==> src/rtl/i2c_strap_pkg.sv <==
package i2c_strap_pkg;

  typedef enum logic [2:0] {
    ST_IDLE,
    ST_ADDR,
    ST_AACK,
    ST_WR,
    ST_WACK,
    ST_RD,
    ST_RACK,
    ST_SKIP
  } bus_st_e;

  localparam logic [2:0] ADDR_PREFIX = 3'b110;

  // Four-state strap decode from what was observed on the pin
  function automatic logic [1:0] strap_code(input logic seen_hi,
                                            input logic seen_lo,
                                            input logic miss_sda);
    if (!seen_hi)       return 2'b00;
    else if (!seen_lo)  return 2'b01;
    else if (!miss_sda) return 2'b10;
    else                return 2'b11;
  endfunction

  function automatic logic [6:0] target_addr(input logic [1:0] hi,
                                             input logic [1:0] lo);
    return {ADDR_PREFIX, hi, lo};
  endfunction

endpackage

==> src/rtl/i2c_strap_sync.sv <==
module i2c_strap_sync #(
  parameter int          W       = 4,
  parameter int          STAGES  = 2,
  parameter logic [W-1:0] RST_VAL = '1
) (
  input  logic         clk,
  input  logic         rst_n,
  input  logic [W-1:0] d,
  output logic [W-1:0] q
);
  logic [W-1:0] pipe [STAGES];

  always_ff @(posedge clk or negedge rst_n) begin
    if (!rst_n) begin
      for (int i = 0; i < STAGES; i++) pipe[i] <= RST_VAL;
    end else begin
      pipe[0] <= d;
      for (int i = 1; i < STAGES; i++) pipe[i] <= pipe[i-1];
    end
  end

  assign q = pipe[STAGES-1];
endmodule

==> src/rtl/i2c_strap_cls.sv <==
module i2c_strap_cls #(
  parameter int PINS  = 2,
  parameter int WARM  = 3
) (
  input  logic              clk,
  input  logic              rst_n,
  input  logic              scl_s,
  input  logic              sda_s,
  input  logic [PINS-1:0]   pin_s,
  input  logic              start_ev,
  input  logic              scl_fall,
  output logic [2*PINS-1:0] codes,
  output logic              locked
);
  import i2c_strap_pkg::*;

  localparam int WW = $clog2(WARM + 1);

  logic [WW-1:0] warm_cnt;
  logic          armed;
  logic          started;
  logic          observe;

  assign armed   = (warm_cnt == WW'(WARM));
  assign observe = armed && !locked;

  always_ff @(posedge clk or negedge rst_n) begin
    if (!rst_n) begin
      warm_cnt <= '0;
      started  <= 1'b0;
      locked   <= 1'b0;
    end else begin
      if (!armed) warm_cnt <= warm_cnt + 1'b1;
      if (start_ev) started <= 1'b1;
      if (started && scl_fall) locked <= 1'b1;
    end
  end

  for (genvar p = 0; p < PINS; p++) begin : g_pin
    logic seen_hi, seen_lo, miss_sda;
    always_ff @(posedge clk or negedge rst_n) begin
      if (!rst_n) begin
        seen_hi  <= 1'b0;
        seen_lo  <= 1'b0;
        miss_sda <= 1'b0;
      end else if (observe) begin
        if (pin_s[p])          seen_hi  <= 1'b1;
        if (!pin_s[p])         seen_lo  <= 1'b1;
        if (pin_s[p] != sda_s) miss_sda <= 1'b1;
      end
    end
    assign codes[2*p +: 2] = strap_code(seen_hi, seen_lo, miss_sda);
  end

  // scl_s is only referenced through the freeze event; keep it observed
  logic unused_scl;
  assign unused_scl = scl_s;
endmodule

==> src/rtl/i2c_strap_engine.sv <==
module i2c_strap_engine #(
  parameter int DATA_W = 8
) (
  input  logic                  clk,
  input  logic                  rst_n,
  input  logic                  scl_s,
  input  logic                  sda_s,
  input  logic [6:0]            dev_addr,
  input  logic [DATA_W-1:0]     port_in,
  output logic                  sda_pull,
  output logic [DATA_W-1:0]     port_out,
  output i2c_strap_pkg::bus_st_e st,
  output logic                  start_ev,
  output logic                  stop_ev,
  output logic                  scl_fall,
  output logic                  wr_done
);
  import i2c_strap_pkg::*;

  localparam int ABITS = 8;
  localparam int CW    = $clog2((DATA_W > ABITS ? DATA_W : ABITS) + 1);

  logic              scl_q, sda_q;
  logic              scl_rise;
  logic [CW-1:0]     cnt;
  logic [DATA_W-1:0] sh;
  logic [DATA_W-1:0] tx;
  logic              rw;
  logic              mnack;

  assign start_ev = scl_s && scl_q && sda_q && !sda_s;
  assign stop_ev  = scl_s && scl_q && !sda_q && sda_s;
  assign scl_rise = scl_s && !scl_q;
  assign scl_fall = !scl_s && scl_q;
  assign wr_done  = (st == ST_WR) && scl_fall && (cnt == CW'(DATA_W));

  always_ff @(posedge clk or negedge rst_n) begin
    if (!rst_n) begin
      scl_q    <= 1'b1;
      sda_q    <= 1'b1;
      st       <= ST_IDLE;
      cnt      <= '0;
      sh       <= '0;
      tx       <= '0;
      rw       <= 1'b0;
      mnack    <= 1'b0;
      port_out <= '0;
    end else begin
      scl_q <= scl_s;
      sda_q <= sda_s;
      if (start_ev) begin
        st  <= ST_ADDR;
        cnt <= '0;
      end else if (stop_ev) begin
        st <= ST_IDLE;
      end else begin
        unique case (st)
          ST_ADDR: begin
            if (scl_rise) begin
              sh  <= {sh[DATA_W-2:0], sda_s};
              cnt <= cnt + 1'b1;
            end else if (scl_fall && cnt == CW'(ABITS)) begin
              if (sh[7:1] == dev_addr) begin
                st <= ST_AACK;
                rw <= sh[0];
              end else begin
                st <= ST_SKIP;
              end
            end
          end
          ST_AACK: if (scl_fall) begin
            cnt <= '0;
            if (rw) begin
              st <= ST_RD;
              tx <= port_in;
            end else begin
              st <= ST_WR;
            end
          end
          ST_WR: begin
            if (scl_rise) begin
              sh  <= {sh[DATA_W-2:0], sda_s};
              cnt <= cnt + 1'b1;
            end else if (wr_done) begin
              st       <= ST_WACK;
              port_out <= sh;
            end
          end
          ST_WACK: if (scl_fall) begin
            st  <= ST_WR;
            cnt <= '0;
          end
          ST_RD: begin
            if (scl_rise) cnt <= cnt + 1'b1;
            else if (scl_fall) begin
              if (cnt == CW'(DATA_W)) st <= ST_RACK;
              else tx <= {tx[DATA_W-2:0], 1'b0};
            end
          end
          ST_RACK: begin
            if (scl_rise) mnack <= sda_s;
            else if (scl_fall) begin
              if (!mnack) begin
                st  <= ST_RD;
                tx  <= port_in;
                cnt <= '0;
              end else begin
                st <= ST_SKIP;
              end
            end
          end
          default: ;
        endcase
      end
    end
  end

  assign sda_pull = (st == ST_AACK) || (st == ST_WACK) ||
                    ((st == ST_RD) && !tx[DATA_W-1]);
endmodule

==> src/rtl/i2c_strap_target.sv <==
module i2c_strap_target #(
  parameter int DATA_W      = 8,
  parameter int SYNC_STAGES = 2
) (
  input  logic              clk,
  input  logic              rst_n,
  input  logic              scl_i,
  input  logic              sda_i,
  input  logic              strap_hi_i,
  input  logic              strap_lo_i,
  input  logic [DATA_W-1:0] port_in_i,
  output logic              sda_pull_o,
  output logic [DATA_W-1:0] port_out_o
);
  import i2c_strap_pkg::*;

  localparam int NPIN = 2;

  logic [NPIN+1:0]   raw, synced;
  logic              scl_s, sda_s;
  logic [NPIN-1:0]   pin_s;
  logic [2*NPIN-1:0] codes;
  logic [1:0]        code_hi, code_lo;
  logic              locked;
  logic [6:0]        dev_addr;
  bus_st_e           st;
  logic              start_ev, stop_ev, scl_fall, wr_done;

  assign raw = {strap_hi_i, strap_lo_i, sda_i, scl_i};

  i2c_strap_sync #(.W(NPIN + 2), .STAGES(SYNC_STAGES), .RST_VAL('1)) sync_i (
    .clk(clk), .rst_n(rst_n), .d(raw), .q(synced)
  );

  assign scl_s = synced[0];
  assign sda_s = synced[1];
  assign pin_s = synced[NPIN+1:2];   // [1]=hi pin, [0]=lo pin

  i2c_strap_cls #(.PINS(NPIN), .WARM(SYNC_STAGES + 1)) cls_i (
    .clk(clk), .rst_n(rst_n), .scl_s(scl_s), .sda_s(sda_s), .pin_s(pin_s),
    .start_ev(start_ev), .scl_fall(scl_fall), .codes(codes), .locked(locked)
  );

  assign code_hi  = codes[3:2];
  assign code_lo  = codes[1:0];
  assign dev_addr = target_addr(code_hi, code_lo);

  i2c_strap_engine #(.DATA_W(DATA_W)) eng_i (
    .clk(clk), .rst_n(rst_n), .scl_s(scl_s), .sda_s(sda_s),
    .dev_addr(dev_addr), .port_in(port_in_i), .sda_pull(sda_pull_o),
    .port_out(port_out_o), .st(st), .start_ev(start_ev), .stop_ev(stop_ev),
    .scl_fall(scl_fall), .wr_done(wr_done)
  );
endmodule

==> config.mk <==
export PLATFORM = sky130hd
export DESIGN_NAME = i2c_strap_target
export DESIGN_NICKNAME = d
export VERILOG_FILES = /design/src/rtl/i2c_strap_pkg.sv /design/src/rtl/i2c_strap_sync.sv /design/src/rtl/i2c_strap_cls.sv /design/src/rtl/i2c_strap_engine.sv /design/src/rtl/i2c_strap_target.sv
export SDC_FILE = /design/constraint.sdc
export NUM_CORES = 1
export LEC_CHECK = 0
export BUFFER_PORTS_ARGS = -buffer_cell sky130_fd_sc_hd__buf_2
export CAP_MARGIN = 20
export CORE_ASPECT_RATIO = 0.8
export CORE_MARGIN = 2
export CORE_UTILIZATION = 60
export CTS_CLUSTER_DIAMETER = 30
export DETAILED_ROUTE_END_ITERATION = 10
export GPL_TIMING_DRIVEN = 0
export PLACE_DENSITY_LB_ADDON = 0.25
export SETUP_SLACK_MARGIN = 0.02
export SLEW_MARGIN = 20
export SYNTH_ARGS = -nofsm -noshare
export SYNTH_HDL_FRONTEND = slang
export SYNTH_SLANG_ARGS = --single-unit
==> constraint.sdc <==
create_clock -name clk -period 4.5 [get_ports clk]
set_clock_uncertainty 0.15 [all_clocks]
set_input_delay 0 -clock clk [delete_from_list [all_inputs] [get_ports clk]]
set_output_delay 0 -clock clk [all_outputs]
set_load 0.1 [all_outputs]
Word-level counts from Yosys, hierarchy flattened

Cells that the tools add are included.

Output and inout port bits: 9
Flip-flop bits (word level): 53
Input bits: 14
Logic and storage cells: 143

Bitwise logic cells: 5
Mux-type cells: 40
Reduce and logical (&&, ||, !) cells: 40
Equality and inequality tests: 36
$add $sub $neg: 2

Operator list:

| cell                                                             | count |
|---|---|
| 8-bit 2-to-1 mux                                                 | 8 |
| 3-bit 2-to-1 mux                                                 | 15 |
| 4-bit by 3-bit != test with 1-bit output (second input constant) | 8 |
| 4-bit 2-to-1 mux                                                 | 7 |
| 8-bit case mux with 3 select lines                               | 1 |
| 3-bit case mux with 6 select lines                               | 1 |
| 2-bit != test (second input constant)                            | 8 |
| 1-bit logical AND                                                | 13 |
| 4-bit by 2-bit != test with 1-bit output (second input constant) | 3 |
| 4-bit case mux with 3 select lines                               | 1 |
| 12-bit AND reduction                                             | 1 |
| 2-bit AND reduction                                              | 6 |
| 11-bit AND reduction                                             | 1 |
| 2-bit 2-to-1 mux                                                 | 5 |
| 3-bit == test (second input constant)                            | 3 |
| 3-bit != test (second input constant)                            | 3 |
| 4-bit AND reduction                                              | 2 |
| 8-bit nonzero test                                               | 1 |
| 7-bit == test                                                    | 1 |
| 7-bit AND reduction                                              | 1 |
| 3-bit by 2-bit == test with 1-bit output (second input constant) | 2 |
| 1-bit logical NOT                                                | 6 |
| 3-bit by 1-bit != test with 1-bit output (second input constant) | 2 |
| 6-bit AND reduction                                              | 1 |
| other kinds (15)                                                 | 23 |

Longest topological paths before layout

Depth after elaboration: 10
Gate-level depth with buffers: 8

Modules after synthesis

From an unflattened synthesis, not the netlist that was laid out.

Cells, all modules: 221
Area, all modules: 2640.0 um^2

By module, submodules not included:

| module           | instances | seq. area each (um^2) | area each (um^2) | cells an instance |
|---|---|---|---|---|
| i2c_strap_engine | 1         | 878.3                 | 1986.9           | 176 |
| i2c_strap_cls    | 1         | 250.2                 | 405.4            | 31 |
| i2c_strap_sync   | 1         | 210.2                 | 240.2            | 12 |
| i2c_strap_target | 1         | 0.0                   | 7.5              | 2 |

Worst setup path before layout

OpenSTA, ideal clock, no wires.

Path type: register to output
Start: register eng_i.st[0]
End: output port sda_pull_o
Required time: 4.350 ns
Path buffers: 1
Arrival time: 2.813 ns
Path slack: 1.537 ns
Cell stages (with the launch flop): 5
Cell sequence: dfrtp_1 -> clkbuf_1 -> nand2_1 -> nand2_1 -> o21ai_0

Word-level cells in the longest chain between the ends: 3
Elaborated cells between the ends (all ways): 6
Those cells by class: eq/ne: 3; reduce/logical: 3

Ends and longest elaborated chain:

| element                                                                | line                                             | source |
|---|---|---|
| start, declared                                                        | i2c_strap_engine.sv:12                           | `output i2c_strap_pkg::bus_st_e st,` |
| start signal, assigned                                                 | i2c_strap_engine.sv:41                           | `st <= ST_IDLE;` |
| start signal, assigned                                                 | i2c_strap_engine.sv:52                           | `st <= ST_ADDR;` |
| start signal, assigned                                                 | i2c_strap_engine.sv:55                           | `st <= ST_IDLE;` |
| 3-bit by 2-bit == test with 1-bit output, or another cell as far along | i2c_strap_engine.sv:118                          | `assign sda_pull = (st == ST_AACK) \|\| (st == ST_WACK) \|\|` |
| 1-bit logical OR / 1-bit logical AND (equally long branches)           | i2c_strap_engine.sv:118, i2c_strap_engine.sv:119 |  |
| 1-bit logical OR *                                                     | i2c_strap_engine.sv:118                          |  |
| end, declared                                                          | i2c_strap_target.sv:12                           | `output logic sda_pull_o,` |

Every way passes the cells marked *; elsewhere a longest branch is shown, timed or not.

Worst setup path in the final report

Start: register sync_i.pipe (netlist bit sync_i.q[1])
End: register eng_i.cnt[0]

Word-level cells in the longest chain between the ends: 4
Elaborated cells between the ends (all ways): 12
Those cells by class: eq/ne: 6; mux: 1; reduce/logical: 5

Ends and longest elaborated chain:

| element                                                      | line                   | source |
|---|---|---|
| start, declared                                              | i2c_strap_sync.sv:11   | `logic [W-1:0] pipe [STAGES];` |
| 1-bit logical NOT                                            | i2c_strap_engine.sv:31 | `assign start_ev = scl_s && scl_q && sda_q && !sda_s;` |
| 1-bit logical AND                                            | i2c_strap_engine.sv:31 |  |
| 3-bit != test (no source line), or another cell as far along | -                      |  |
| 7-bit AND reduction (no source line)                         | -                      |  |
| end signal, assigned                                         | i2c_strap_engine.sv:61 | `cnt <= cnt + 1'b1;` |
| end signal, assigned                                         | i2c_strap_engine.sv:83 | `cnt <= cnt + 1'b1;` |
| end signal, assigned                                         | i2c_strap_engine.sv:94 | `if (scl_rise) cnt <= cnt + 1'b1;` |
| end, declared                                                | i2c_strap_engine.sv:25 | `logic [CW-1:0] cnt;` |

Several ways; a longest one is shown, not always the timed one.
A chain may end at the register's enable or synchronous reset.

==> flow_summary.json <==
{
  "outcome": "complete, no violations",
  "design.die.area_um2": 4560,
  "busiest_layer": "met1",
  "top_level_ports": 23,
  "cp-start-kind": "flop",
  "post-route-period-util_pct": 46.36,
  "synth_area_um2": 2420,
  "min_period_ns": 2.086,
  "grt_pass1_vias": 1463,
  "cts-htree-levels": 2,
  "cp_cell_sequence": "clkbuf_1 > and4b_1 > nor3_1 > mux2_2",
  "post-cts-setup-buffer-count": 0,
  "ys_types": 49,
  "port_buffers": 22,
  "synthCells": 208,
  "cts_buffer_depth": 2,
  "hold_class": "input pin to async pin",
  "cp_num_buf_inv": 1,
  "synth_ff_type": "dfrtp_1",
  "met2_usage_pct": 28.57,
  "ys_warn_count": 0,
  "max_stage_delay_ns": 0.53,
  "syn_avg_cell_area_um2": 11.63,
  "cp-end-kind": "flop",
  "place.gp.congestion": 0.8960,
  "grt_usage_pct": 20.22,
  "tns_ns": 0,
  "num_vias": 1656,
  "final_cell_mix": "dfrtp_1, buf_2, mux2_2",
  "drt_pass1_iterations": 4,
  "drcViolationCount": 0,
  "die_h_um": 60.80,
  "final_common_cell": "dfrtp_1",
  "timing.rr.end": "eng_i.cnt[0]",
  "path_delay_family": "simple AND/OR/NAND/NOR gates",
  "finalHoldViolCount": 0,
  "p_leak_nw": 1.268,
  "grtUsageMet3_pct": 6.146,
  "synth_edf_count": 0,
  "area_delta_synth_final_pct": 16.75,
  "die_x_um": 75,
  "synth-seq-cells": 53,
  "reg2reg_slack_ns": 2.41,
  "drt_iter0_drc": 113,
  "cts.clk_slew.worst_paths_ns": 0.09,
  "crit_arrival_ns": 2.18,
  "routed_wl_mm": 4.082,
  "fill_cells": 275,
  "worst_slack_ns": 2.414,
  "grt_use_met1_pct": 29.45,
  "start_util_pct": 63.20,
  "cts_tree": "yes",
  "antenna_found_initial": 0,
  "slew_viol_final": 0,
  "grt_max_degree": 54,
  "worstMarginPinSlew_ns": 0.6300,
  "worst-setup-path-type": "flop to flop",
  "slew_headroom_pct": 58.00,
  "numCtsBuffers": 5,
  "fin_util_pct": 73.79,
  "dp_hpwl_mm": 2.812,
  "path_max_fanout": 7,
  "ctsRootBufferMaster": "clkbuf_8",
  "antenna_cells": 0,
  "nets": 267,
  "synth_fp_nets": 225,
  "fin_hold_ws_ns": 0.1006,
  "std_cell_rows": 20,
  "clk_latency_ns": 0.31,
  "seq_area_um2": 1339,
  "rsz0062_at_grt": "no",
  "drive_gt1_share_pct": 27.89,
  "synthArstFlopShare_pct": 100.0,
  "multi_input_area_um2": 1006,
  "p_per_area_nw_per_um2": 493.8,
  "ys_seq_area_share_pct": 55.33,
  "grt-ovfl-total": 0,
  "cts.sinks": 53,
  "cpMaxStageDelayCell": "dfstp_2",
  "worst-endpoint-required_ns": 4.60,
  "grt_pass1_wl_mm": 6.789,
  "ant_nets": 0,
  "drv_cap": 0,
  "routed_via_density": 5.412,
  "dpl_worst_slack_ns": 2.453,
  "r2r-start": "sync_i.q[1]",
  "fmax_ghz": 0.4794,
  "finalSetupViolCount": 0,
  "wl_per_cell_um": 13.34,
  "reg2reg_depth": 4,
  "core_um2": 3829,
  "ir_drop_mv": 0.3090
}
[cells by family (layout without fill, tap and decap cells)]
| family | Yosys count | count (layout) | synth area share, % |
|---|---|---|---|
| simple gates | 60 | 60 | 13.39 |
| fa+ha+maj | 3 | 3 | 1.551 |
| mux | 26 | 26 | 11.79 |
| xor+xnor | 5 | 5 | 1.810 |
| flops | 53 | 53 | 55.33 |
| compound gates | 45 | 45 | 13.03 |
| buf+inv | 16 | 59 | 3.102 |
[metrics by stage]
| step | cell area [um2] | total power, W | instances |
|---|---|---|---|
| floorplan | 2420 | 0.001017 | 208 |
| global placement | 2599 | 0.001105 | 285 |
| detailed placement | 2601 | 0.001118 | 285 |
| CTS | 2825 | 0.001399 | 306 |
| global route | 2825 | 0.001489 | 306 |
| finish | 2825 | 0.001395 | 306 |
[repair_timing]
item / CTS / global route
gates resized for setup: 0 / 0
hold buffers: 13 / 0
hold endpoints to repair: 65 / 0
[flip-flops by register name, indices dropped and copies added, names as in the netlist]
signal,flops
sync_i.pipe,4
cls_i.started,1
eng_i.sda_q,1
eng_i.cnt,4
sync_i.q,4
eng_i.rw,1
eng_i.scl_q,1
cls_i.g_pin.miss_sda,2
cls_i.g_pin.seen_hi,2
eng_i.mnack,1
eng_i.port_out,8
eng_i.tx,8
cls_i.locked,1
cls_i.warm_cnt,2
eng_i.sh,8
eng_i.st,3
cls_i.g_pin.seen_lo,2
[layout make-up]
type,instances,share of cell area (%)
clock buffer,7,3.056
inverter,9,1.196
buffer,7,1.461
sequential,53,47.39
tap,55,2.436
timing repair buffer,35,8.592
clock inverter,1,0.2657
multi-input combinational,139,35.61
[per-layer routing]
| layer | vias to the layer above | routed length (um) |
|---|---|---|
| met5 | - | 0 |
| met4 | 0 | 55 |
| met3 | 7 | 171 |
| met2 | 39 | 1774 |
| met1 | 789 | 2081 |
| li1 | 821 | - |
[cells in the mapped netlist, types with 3 or more instances]
master	n	share of area, %
nor2b_1	4	1.0
nand3b_1	3	0.93
dfstp_2	10	11
nand2_1	11	1.7
ha_1	3	1.6
mux2i_1	6	2.5
dfrtp_1	43	44
nand3_1	3	0.62
a21o_1	3	0.93
nand2b_1	5	1.3
nor3_1	6	1.2
o21ai_0	6	1.2
buf_2	4	0.83
a21oi_1	12	2.5
o21ai_1	5	1.0
xor2_1	3	1.1
o21bai_1	3	0.93
mux2_2	18	8.4
inv_1	9	1.4
nor2_1	15	2.3
[worst max path at each step]
stage,end,cells after the start,slack (ns),startpoint
6_report,eng_i.cnt[0],4,2.41,sync_i.q[1]
5_1_grt,eng_i.cnt[1],5,2.21,eng_i.st[2]
4_1_cts,eng_i.port_out[5],7,2.44,eng_i.cnt[0]
3_5_place_dp,eng_i.port_out[5],7,2.45,eng_i.cnt[0]
3_3_place_gp,eng_i.cnt[0],4,2.43,sync_i.q[1]
2_1_floorplan,sda_pull_o,4,1.54,eng_i.st[0]
[power by group]
group	switching [W]	internal [W]
registers	0.0000873	0.000575
clock network	0.000148	0.000125
logic	0.000265	0.000194
No activity file was read; power rests on OpenSTA's default activity.
